File: src/rtl/cid_irq_pkg.sv
package cid_irq_pkg;
  localparam int FLAG_N  = 4;
  localparam int FLG_FSK = 0;
  localparam int FLG_CAS = 1;
  localparam int FLG_POL = 2;
  localparam int FLG_TB  = 3;

  typedef struct packed {
    logic fsk_en;
    logic mark_mask;
    logic cas_en;
    logic pol_en;
    logic irq_hi;
  } mode_a_t;

  typedef struct packed {
    logic osc_en;
    logic tb_en;
    logic sec_sel;
    logic tb_sup;
  } mode_b_t;
endpackage

File: src/rtl/cid_mode_regs.sv
module cid_mode_regs
  import cid_irq_pkg::*;
#(
  parameter int ADDR_W     = 8,
  parameter int DATA_W     = 8,
  parameter int MODEA_ADDR = 4,
  parameter int MODEB_ADDR = 5,
  parameter int STAT_ADDR  = 6
) (
  input  logic              clk,
  input  logic              rst,
  input  logic              wr,
  input  logic              rd,
  input  logic [ADDR_W-1:0] addr,
  input  logic [DATA_W-1:0] wdata,
  input  logic [FLAG_N-1:0] flags,
  output mode_a_t           mode_a,
  output mode_b_t           mode_b,
  output logic [DATA_W-1:0] rdata,
  output logic              stat_rd
);
  localparam int MA_W = $bits(mode_a_t);
  localparam int MB_W = $bits(mode_b_t);

  logic hit_a, hit_b, hit_s;
  assign hit_a   = (addr == ADDR_W'(MODEA_ADDR));
  assign hit_b   = (addr == ADDR_W'(MODEB_ADDR));
  assign hit_s   = (addr == ADDR_W'(STAT_ADDR));
  assign stat_rd = rd && hit_s;

  // Only the defined upper bits are stored; reserved bits have no flops.
  always_ff @(posedge clk) begin
    if (rst) begin
      mode_a <= '0;
      mode_b <= '0;
    end else if (wr) begin
      if (hit_a) mode_a <= mode_a_t'(wdata[DATA_W-1 -: MA_W]);
      if (hit_b) mode_b <= mode_b_t'(wdata[DATA_W-1 -: MB_W]);
    end
  end

  always_ff @(posedge clk) begin
    if (rst) begin
      rdata <= '0;
    end else if (rd) begin
      if (hit_a)      rdata <= {mode_a, {(DATA_W-MA_W){1'b0}}};
      else if (hit_b) rdata <= {mode_b, {(DATA_W-MB_W){1'b0}}};
      else if (hit_s) rdata <= {{(DATA_W-FLAG_N){1'b0}}, flags};
      else            rdata <= '0;
    end
  end
endmodule

File: src/rtl/cid_timebase.sv
module cid_timebase #(
  parameter int TICKS_PER_SEC = 32768,
  parameter int SEC_PER_MIN   = 60
) (
  input  logic clk,
  input  logic rst,
  input  logic en,
  input  logic sec_sel,
  input  logic tick_in,
  output logic evt,
  output logic idle
);
  localparam int SUB_W = (TICKS_PER_SEC > 1) ? $clog2(TICKS_PER_SEC) : 1;
  localparam int SEC_W = (SEC_PER_MIN > 1) ? $clog2(SEC_PER_MIN) : 1;

  logic [SUB_W-1:0] sub_cnt;
  logic [SEC_W-1:0] sec_cnt;
  logic sec_wrap, min_wrap;

  assign sec_wrap = en && tick_in && (sub_cnt == SUB_W'(TICKS_PER_SEC-1));
  assign min_wrap = sec_wrap && (sec_cnt == SEC_W'(SEC_PER_MIN-1));
  assign evt      = sec_sel ? sec_wrap : min_wrap;
  assign idle     = (sub_cnt == '0) && (sec_cnt == '0);

  always_ff @(posedge clk) begin
    if (rst || !en) begin
      sub_cnt <= '0;
      sec_cnt <= '0;
    end else if (tick_in) begin
      sub_cnt <= sec_wrap ? '0 : sub_cnt + 1'b1;
      if (sec_wrap) sec_cnt <= min_wrap ? '0 : sec_cnt + 1'b1;
    end
  end
endmodule

File: src/rtl/cid_event_flags.sv
module cid_event_flags
  import cid_irq_pkg::*;
(
  input  logic              clk,
  input  logic              rst,
  input  mode_a_t           mode_a,
  input  logic              tb_sup,
  input  logic              fsk_word,
  input  logic              fsk_mark,
  input  logic              fsk_active,
  input  logic              cas_det,
  input  logic              pol_chg,
  input  logic              tb_evt,
  input  logic              clr,
  output logic [FLAG_N-1:0] flags,
  output logic              mark_seen
);
  logic act_q;
  logic rx_end;
  logic [FLAG_N-1:0] set_vec;

  assign rx_end = act_q && !fsk_active;

  always_comb begin
    set_vec          = '0;
    set_vec[FLG_FSK] = mode_a.fsk_en && fsk_word && (!mode_a.mark_mask || mark_seen);
    set_vec[FLG_CAS] = mode_a.cas_en && cas_det;
    set_vec[FLG_POL] = mode_a.pol_en && pol_chg;
    set_vec[FLG_TB]  = tb_evt && !(tb_sup && fsk_active);
  end

  always_ff @(posedge clk) begin
    if (rst) begin
      act_q     <= 1'b0;
      mark_seen <= 1'b0;
    end else begin
      act_q <= fsk_active;
      if (rx_end)        mark_seen <= 1'b0;
      else if (fsk_mark) mark_seen <= 1'b1;
    end
  end

  // Set wins over the read-clear so a coincident event is not lost.
  for (genvar i = 0; i < FLAG_N; i++) begin : g_flag
    always_ff @(posedge clk) begin
      if (rst)             flags[i] <= 1'b0;
      else if (set_vec[i]) flags[i] <= 1'b1;
      else if (clr)        flags[i] <= 1'b0;
    end
  end
endmodule

File: src/rtl/cid_irq_ctrl.sv
module cid_irq_ctrl
  import cid_irq_pkg::*;
#(
  parameter int ADDR_W        = 8,
  parameter int DATA_W        = 8,
  parameter int MODEA_ADDR    = 4,
  parameter int MODEB_ADDR    = 5,
  parameter int STAT_ADDR     = 6,
  parameter int TICKS_PER_SEC = 32768,
  parameter int SEC_PER_MIN   = 60
) (
  input  logic              clk,
  input  logic              rst,
  input  logic              bus_wr,
  input  logic              bus_rd,
  input  logic [ADDR_W-1:0] bus_addr,
  input  logic [DATA_W-1:0] bus_wdata,
  output logic [DATA_W-1:0] bus_rdata,
  input  logic              fsk_word,
  input  logic              fsk_mark,
  input  logic              fsk_active,
  input  logic              cas_det,
  input  logic              pol_chg,
  input  logic              tb_tick,
  output logic              osc_en,
  output logic              irq_out
);
  mode_a_t           mode_a;
  mode_b_t           mode_b;
  logic              stat_rd;
  logic [FLAG_N-1:0] flags;
  logic              mark_seen;
  logic              tb_evt;
  logic              tb_idle;

  cid_mode_regs #(
    .ADDR_W(ADDR_W), .DATA_W(DATA_W),
    .MODEA_ADDR(MODEA_ADDR), .MODEB_ADDR(MODEB_ADDR), .STAT_ADDR(STAT_ADDR)
  ) u_regs (
    .clk(clk), .rst(rst), .wr(bus_wr), .rd(bus_rd), .addr(bus_addr),
    .wdata(bus_wdata), .flags(flags), .mode_a(mode_a), .mode_b(mode_b),
    .rdata(bus_rdata), .stat_rd(stat_rd)
  );

  cid_timebase #(
    .TICKS_PER_SEC(TICKS_PER_SEC), .SEC_PER_MIN(SEC_PER_MIN)
  ) u_tb (
    .clk(clk), .rst(rst), .en(mode_b.tb_en), .sec_sel(mode_b.sec_sel),
    .tick_in(tb_tick), .evt(tb_evt), .idle(tb_idle)
  );

  cid_event_flags u_flags (
    .clk(clk), .rst(rst), .mode_a(mode_a), .tb_sup(mode_b.tb_sup),
    .fsk_word(fsk_word), .fsk_mark(fsk_mark), .fsk_active(fsk_active),
    .cas_det(cas_det), .pol_chg(pol_chg), .tb_evt(tb_evt), .clr(stat_rd),
    .flags(flags), .mark_seen(mark_seen)
  );

  assign osc_en = mode_b.osc_en;

  always_ff @(posedge clk) begin
    if (rst) irq_out <= 1'b1;
    else     irq_out <= mode_a.irq_hi ? (|flags) : !(|flags);
  end
endmodule

File: config.mk
export PLATFORM = sky130hd
export DESIGN_NAME = cid_irq_ctrl
export DESIGN_NICKNAME = d
export VERILOG_FILES = /design/src/rtl/cid_irq_pkg.sv /design/src/rtl/cid_mode_regs.sv /design/src/rtl/cid_timebase.sv /design/src/rtl/cid_event_flags.sv /design/src/rtl/cid_irq_ctrl.sv
export SDC_FILE = /design/constraint.sdc
export NUM_CORES = 1
export LEC_CHECK = 0
export BUFFER_PORTS_ARGS = -buffer_cell sky130_fd_sc_hd__buf_2
export CORE_MARGIN = 2
export CORE_UTILIZATION = 50
export CTS_CLUSTER_SIZE = 28
export DETAILED_ROUTE_END_ITERATION = 10
export GPL_TIMING_DRIVEN = 0
export PLACE_DENSITY = 0.73
export SLEW_MARGIN = 20
export SYNTH_ARGS = -nofsm -noshare
export SYNTH_HDL_FRONTEND = slang
export SYNTH_SLANG_ARGS = --single-unit
export TNS_END_PERCENT = 50
File: constraint.sdc
create_clock -name clk -period 2.6 [get_ports clk]
set_input_delay 0.26 -clock clk [delete_from_list [all_inputs] [get_ports clk]]
set_output_delay 0.26 -clock clk [all_outputs]
set_load 0.05 [all_outputs]
==> results of run 1 <==
==> worst min-delay path, stage by stage <==
cell and delay (ns):
buf_2 0.08, mux2i_1 0.06, nor2_1 0.08
==> metrics by stage <==
stage               std cells  hold WS, ns
finish                    305        0.213
CTS                       305        0.210
global route              305        0.219
floorplan                 218        0.388
detailed placement        298        0.441
global placement          298        0.433
==> power by group through the flow <==
stage	Clock [µW]	Sequential (µW)	Combinational (µW)
5_1_grt	549	692	46.0
3_3_place_gp	0	708	41.3
2_1_floorplan	0	708	14.8
4_1_cts	521	692	41.9
6_report	511	692	41.9
3_5_place_dp	0	708	41.8
==> registers in the layout, indices dropped and copies added, names as in the netlist <==
| signal | cells |
|---|---|
| irq_out | 1 |
| u_flags.act_q | 1 |
| u_flags.flags | 4 |
| u_flags.mark_seen | 1 |
| u_regs.mode_a | 5 |
| u_regs.mode_b | 4 |
| u_regs.rdata | 8 |
| u_tb.sec_cnt | 6 |
| u_tb.sub_cnt | 15 |
==> cell type report <==
type	count	area [µm²]
Clock buffer	5	68.8
Buffer	8	37.5
Timing Repair Buffer	32	160
Fill cell	345	1430
Multi-Input combinational cell	159	971
Sequential cell	45	901
Inverter	6	22.5
Clock inverter	2	35.0
Tap cell	48	60.1
==> path summary, 6_finish.rpt <==
path                   start                to  slack (ns)  cells after the start
max          u_tb.sub_cnt[0]   u_tb.sec_cnt[4]        0.29                      6
min             bus_wdata[3]  u_regs.mode_a[0]        0.21                      3
max reg2reg  u_tb.sub_cnt[0]   u_tb.sec_cnt[4]        0.29                      6
min reg2reg  u_regs.rdata[5]   u_regs.rdata[5]        0.46                      2
==> layer usage <==
metal	GRT usage	vias to the layer above	wire length (µm)
met2	0.313	32	1760
met5	0	-	0
met4	0.0689	0	55
met1	0.248	728	1870
li1	-	850	-
met3	0.0647	6	211
==> cell families after synthesis <==
kind of cell	after synthesis	synth area share
simple gates	99	0.263
flops	45	0.466
compound gates	33	0.106
xor+xnor	14	0.0635
buf+inv	14	0.0311
mux	11	0.0570
fa+ha+maj	2	0.0130
==> synth_stat cells, types with 3 or more instances <==
cell type and instances:
a21oi_1 9, inv_1 6, and3_1 3, nand4_1 6, clkbuf_1 7, o21ai_0 8
xnor2_1 11, a22oi_1 9, mux2i_1 11, nor3_1 3, dfxtp_1 45, nor2_1 37
xor2_1 3, nand3b_1 3, nand3_1 8, nor4_1 8, nand2b_1 6, nand2_1 14
==> results.py, run 1 <==
metrics = {
    "run_status": {
        "status": "finished, final reports clean",
    },
    "setup_path": {
        "critical-path-max-stage-delay_ns": 0.55,
        "startpoint_type": "flop",
        "setup.worst_path.end_class": "flop",
        "cp_data_required_time_ns": 2.83,
        "cp_top_family": "simple AND/OR/NAND/NOR gates",
        "worst-setup-path-type": "flop to flop",
        "crit_arrival_ns": 2.54,
        "path_buf_inv": 1,
        "crit_fanout": 10,
        "crit_slowest_cell": "or4_4",
        "crit_chain": "ha_1, nand4_1, or4_4, buf_6, or4_1, a21oi_1",
    },
    "yosys": {
        "syn_area_um2": 1930,
        "synth_edf_count": 0,
        "postSynth.asyncResetShare": 0,
        "synth.top_cell.area_share": 0.466,
        "ys_ff_latch": 45,
        "seq_area_frac_synth": 0.466,
        "synth_nets": 246,
        "yosys_most_used_dff": "dfxtp_1",
        "synth_area_leader_cell": "dfxtp_1",
        "yosysUniqueCellTypes": 34,
        "yosys_warnings": 0,
        "synth_area_leaders": "dfxtp_1 47%, nor2_1 7.2%, mux2i_1 5.7%, xnor2_1 5.0%, a22oi_1 3.5%",
        "synth_cells": 218,
        "syn_area_per_cell_um2": 8.86,
    },
    "floorplanning": {
        "dieArea_um2": 4380,
        "initial_core_util": 0.524,
        "die_h_um": 66.2,
        "core_um2": 3690,
        "core.rowCount": 22,
        "ios": 36,
        "die_x_um": 66.2,
    },
    "cells_and_area": {
        "nNetsFinal": 285,
        "most-common-layout-cells": "45 x dfxtp_1, 37 x nor2_1, 32 x buf_2",
        "area_growth_pct": 16.8,
        "diodes": 0,
        "finalInstanceArea_um2": 2260,
        "utilization": 0.612,
        "layout-drive-gt1-share": 0.163,
        "layout_commonest_cell": "dfxtp_1",
    },
    "power": {
        "p_int_uw": 989,
        "ir_worst_vdd_uv": 468,
        "total_power_uw": 1240,
        "power_frac_comb": 0.034,
        "p_sw_uw": 255,
        "seqPwrFrac": 0.556,
        "leakagePower_uw": 0.000810,
        "pwr_density_cell_nw_per_um2": 551,
        "swShare": 0.205,
        "p_clk_frac": 0.410,
    },
    "global_route": {
        "antenna_found_initial": 0,
        "grt_max_degree": 14,
        "grt.total_usage": 0.196,
        "grt_pass1_vias": 1430,
        "grt_first_pass_wirelength_um": 6420,
        "gr-total-overflow": 0,
    },
    "placed_design": {
        "post_dp_cell_area_um2": 2150,
        "post-dp-hpwl_um": 2920,
        "place_congestion": 0.794,
        "portBuffers": 32,
        "place_ws_ns": 0.296,
    },
    "route": {
        "ant_nets": 0,
        "via_count": 1616,
        "wl_per_cell_um": 12.8,
        "dr.pass1.iters": 4,
        "viasPerCell": 5.30,
        "drtIter0Drc": 63,
        "drc": 0,
        "wl_um": 3900,
    },
    "clocking": {
        "clkLatencyLatePin_ns": 0.30,
        "cts_max_level": 2,
        "cts_hold_buffers": 0,
        "cts.sinks": 45,
        "path_clk_slew_ns": 0.08,
        "cts_resized": 0,
        "cts_root_buf": "clkbuf_8",
        "clockBufferDepth": 2,
        "cts_tree": "done",
        "numCtsBuffers": 5,
        "post_cts_buffers": 0,
    },
    "sta": {
        "period_minus_slack_ns": 2.31,
        "finalCritPeriodShare": 0.888,
        "setup_violations": 0,
        "relSlewSlack": 0.450,
        "clock_skew_ns": 0.00907,
        "tightest_slew_ns": 0.818,
        "setup_slack_ns": 0.292,
        "finalSetupTns_ns": 0,
        "fmaxAchievable_mhz": 433,
        "hold_viol": 0,
        "slew_viol_final": 0,
        "rsz0062_at_grt": "no",
    },
    "min_path": {
        "hp-class": "input port to flop",
    },
    "run": {
        "maxCapViolCount": 0,
    },
}
Power figures use the tool's default switching activity.
==> run 2: changes to the inputs <==
--- a/config.mk
+++ b/config.mk
@@ -11,9 +11,10 @@
 export CTS_CLUSTER_SIZE = 28
 export DETAILED_ROUTE_END_ITERATION = 10
 export GPL_TIMING_DRIVEN = 0
-export PLACE_DENSITY = 0.73
-export SLEW_MARGIN = 20
+export PLACE_DENSITY = 0.72
+export SLEW_MARGIN = 25
 export SYNTH_ARGS = -nofsm -noshare
 export SYNTH_HDL_FRONTEND = slang
+export SYNTH_HIERARCHICAL = 1
 export SYNTH_SLANG_ARGS = --single-unit
 export TNS_END_PERCENT = 50
==> constraint.sdc (replaced) <==
create_clock -name clk -period 2.2 [get_ports clk]
set_input_delay 0.22 -clock clk [delete_from_list [all_inputs] [get_ports clk]]
set_output_delay 0.22 -clock clk [all_outputs]
set_load 0.05 [all_outputs]
==> run 2 against run 1 <==
  * Die area up 7.7%
  * Synthesized cell count up 4.6%
  * Critical path depth unchanged
  * Worst hold slack worse by 0.035 ns
  * Core utilization fell by 0.38 points
  * Global-route usage decreased by 0.94 points
  * Area after synthesis up 8.2%
  * Routed wire length up 4.6%
  * Clock-buffer cell count grew 2
  * Clock skew down 0.0027 ns
  * Critical path type unchanged
==> results.py, run 2 <==
metrics = {
    "cells_and_area": {
        "top_register": "u_tb/sub_cnt",
        "diodes": 0,
        "layout-drive-gt1-share": 0.212,
        "finalInstanceArea_um2": 2430,
        "area_growth_pct": 16.3,
        "largest_register_ffs": 15,
        "seq_area_um2": 902,
        "finalNonFillerCells": 319,
        "reg_top3": "u_tb/sub_cnt: 15 flops, u_regs/rdata: 8 flops, u_tb/sec_cnt: 6 flops",
        "n_fill_cell": 344,
        "multiInputGateArea_um2": 1110,
        "layout_commonest_cell": "dfxtp_1",
        "most-common-layout-cells": "44 x dfxtp_1, 31 x buf_2, 27 x nor2_1",
        "nNetsFinal": 299,
    },
    "global_route": {
        "gr-total-overflow": 0,
        "grt.total_usage": 0.187,
        "grt_first_pass_wirelength_um": 6510,
        "grt_max_degree": 14,
        "grt_pass1_vias": 1524,
        "antenna_found_initial": 0,
    },
    "route": {
        "ant_nets": 0,
        "dr.pass1.iters": 4,
        "drc": 0,
        "drtIter0Drc": 97,
        "wl_per_cell_um": 12.8,
        "wl_um": 4070,
        "viasPerCell": 5.21,
        "via_count": 1663,
    },
    "sta": {
        "slew_viol_final": 0,
        "relSlewSlack": 0.498,
        "finalSetupTns_ns": 0,
        "fmaxAchievable_mhz": 471,
        "period_minus_slack_ns": 2.12,
        "hold_viol": 0,
        "tightest_slew_ns": 0.742,
        "setup_violations": 0,
        "finalCritPeriodShare": 0.966,
        "clock_skew_ns": 0.00633,
        "setup_slack_ns": 0.0755,
    },
    "min_path": {
        "hold-path-cell-count": 3,
        "hp-class": "input port to flop",
    },
    "yosys": {
        "synth_nets": 258,
        "syn_area_um2": 2090,
        "syn_area_per_cell_um2": 9.17,
        "synth_cells": 228,
        "yosys_warnings": 6,
    },
    "floorplanning": {
        "dieArea_um2": 4710,
        "ios": 36,
        "core_um2": 4000,
        "core.rowCount": 23,
        "die_x_um": 68.7,
        "die_h_um": 68.7,
        "initial_core_util": 0.523,
    },
    "power": {
        "pwr_density_cell_nw_per_um2": 568,
        "leakagePower_uw": 0.000900,
        "total_power_uw": 1380,
        "ir_worst_vdd_uv": 345,
    },
    "placed_design": {
        "dp_cells": 309,
        "post-dp-hpwl_um": 2940,
        "post_dp_cell_area_um2": 2310,
        "portBuffers": 31,
        "place_congestion": 0.752,
        "place_ws_ns": -0.0588,
    },
    "setup_path": {
        "path_buf_inv": 1,
        "crit_slowest_cell": "or4_4",
        "crit_fanout": 10,
        "startpoint_type": "flop",
        "setup.worst_path.end_class": "flop",
        "critical-path-max-stage-delay_ns": 0.61,
        "worst-setup-path-type": "flop to flop",
        "ff2ff_path_depth": 6,
        "crit_chain": "ha_1, nand4_1, or4_4, clkbuf_4, o21bai_1, a31o_2",
        "cp_data_required_time_ns": 2.39,
        "cp_top_family": "simple AND/OR/NAND/NOR gates",
        "crit_arrival_ns": 2.31,
        "critical_path_cell_count": 6,
    },
    "clocking": {
        "cts_root_buf": "clkbuf_8",
        "cts.sinks": 45,
        "cts_max_level": 2,
        "numCtsBuffers": 5,
        "path_clk_slew_ns": 0.08,
        "clockBufferDepth": 2,
        "cts_tree": "done",
        "clkLatencyLatePin_ns": 0.29,
    },
    "run": {
        "maxCapViolCount": 0,
    },
    "run_status": {
        "status": "finished, final reports clean",
    },
}
## run 2: cell count changes in the layout (fill, tap and decap cells not counted), moves of 3 or more
cell      previous run  this run
nand2b_1             6        21
nor2_1              37        27
a22oi_1              9         3
nor2b_1              1         6
buf_4                0         4
clkbuf_1             7         3
inv_1                6        10
mux2_2               0         4
o21ai_0              8         4
a22o_1               0         3
nor4_1               8         5
## run 2: worst reg2reg max path: cells and delay by family (launching register included)
| kind | cells | cell delay, ns |
|---|---|---|
| DFF | 1 | 0.38 |
| buffers and inverters | 1 | 0.21 |
| AOI/OAI and AO/OA | 2 | 0.42 |
| adders and majority gates | 1 | 0.22 |
| and+or+nand+nor | 2 | 0.79 |
## run 2: cell type report
| type | instances | share of cell area |
|---|---|---|
| plain buffers | 8 | 0.0206 |
| multi-input cells | 165 | 0.459 |
| clock buffers | 7 | 0.0355 |
| well taps | 50 | 0.0257 |
| flip-flops and latches | 45 | 0.371 |
| inverters | 10 | 0.0154 |
| repair buffers | 34 | 0.0731 |
## run 2: per-layer routing
metal  GRT usage  wire [µm]  part of all wire
met1       0.222       1870              0.46
met3      0.0584        202             0.050
met2       0.319       1990              0.49
met4      0.0600         13            0.0032
met5           0          0                 0
## run 2: worst paths after layout
path                                          end            start  slack, ns
worst max register to register    u_tb/sec_cnt[3]  u_tb/sub_cnt[1]       0.08
worst max-delay path              u_tb/sec_cnt[3]  u_tb/sub_cnt[1]       0.08
worst min-delay path            u_flags/mark_seen         fsk_mark       0.18
worst min register to register    u_regs/rdata[5]  u_regs/rdata[5]       0.47
## run 2: power by group
group          leakage, µW  switching (µW)  internal, µW
Clock            0.0000443             253           249
Sequential        0.000363            1.23           816
Combinational     0.000492            30.3          31.1
Total             0.000900             285          1100
## run 2: through the flow
step / hold WS [ns] / util
floorplan: 0.292 / -
global placement: 0.458 / 0.577
detailed placement: 0.461 / 0.577
CTS: 0.167 / 0.600
global route: 0.187 / 0.608
finish: 0.177 / 0.608
## run 2: what timing repair did
action / CTS / global route
pin swaps: 1 / 0
setup buffers: 0 / 3
setup endpoints to repair: 11 / 14
gates resized for setup: 3 / 1
hold buffers: 0 / 0
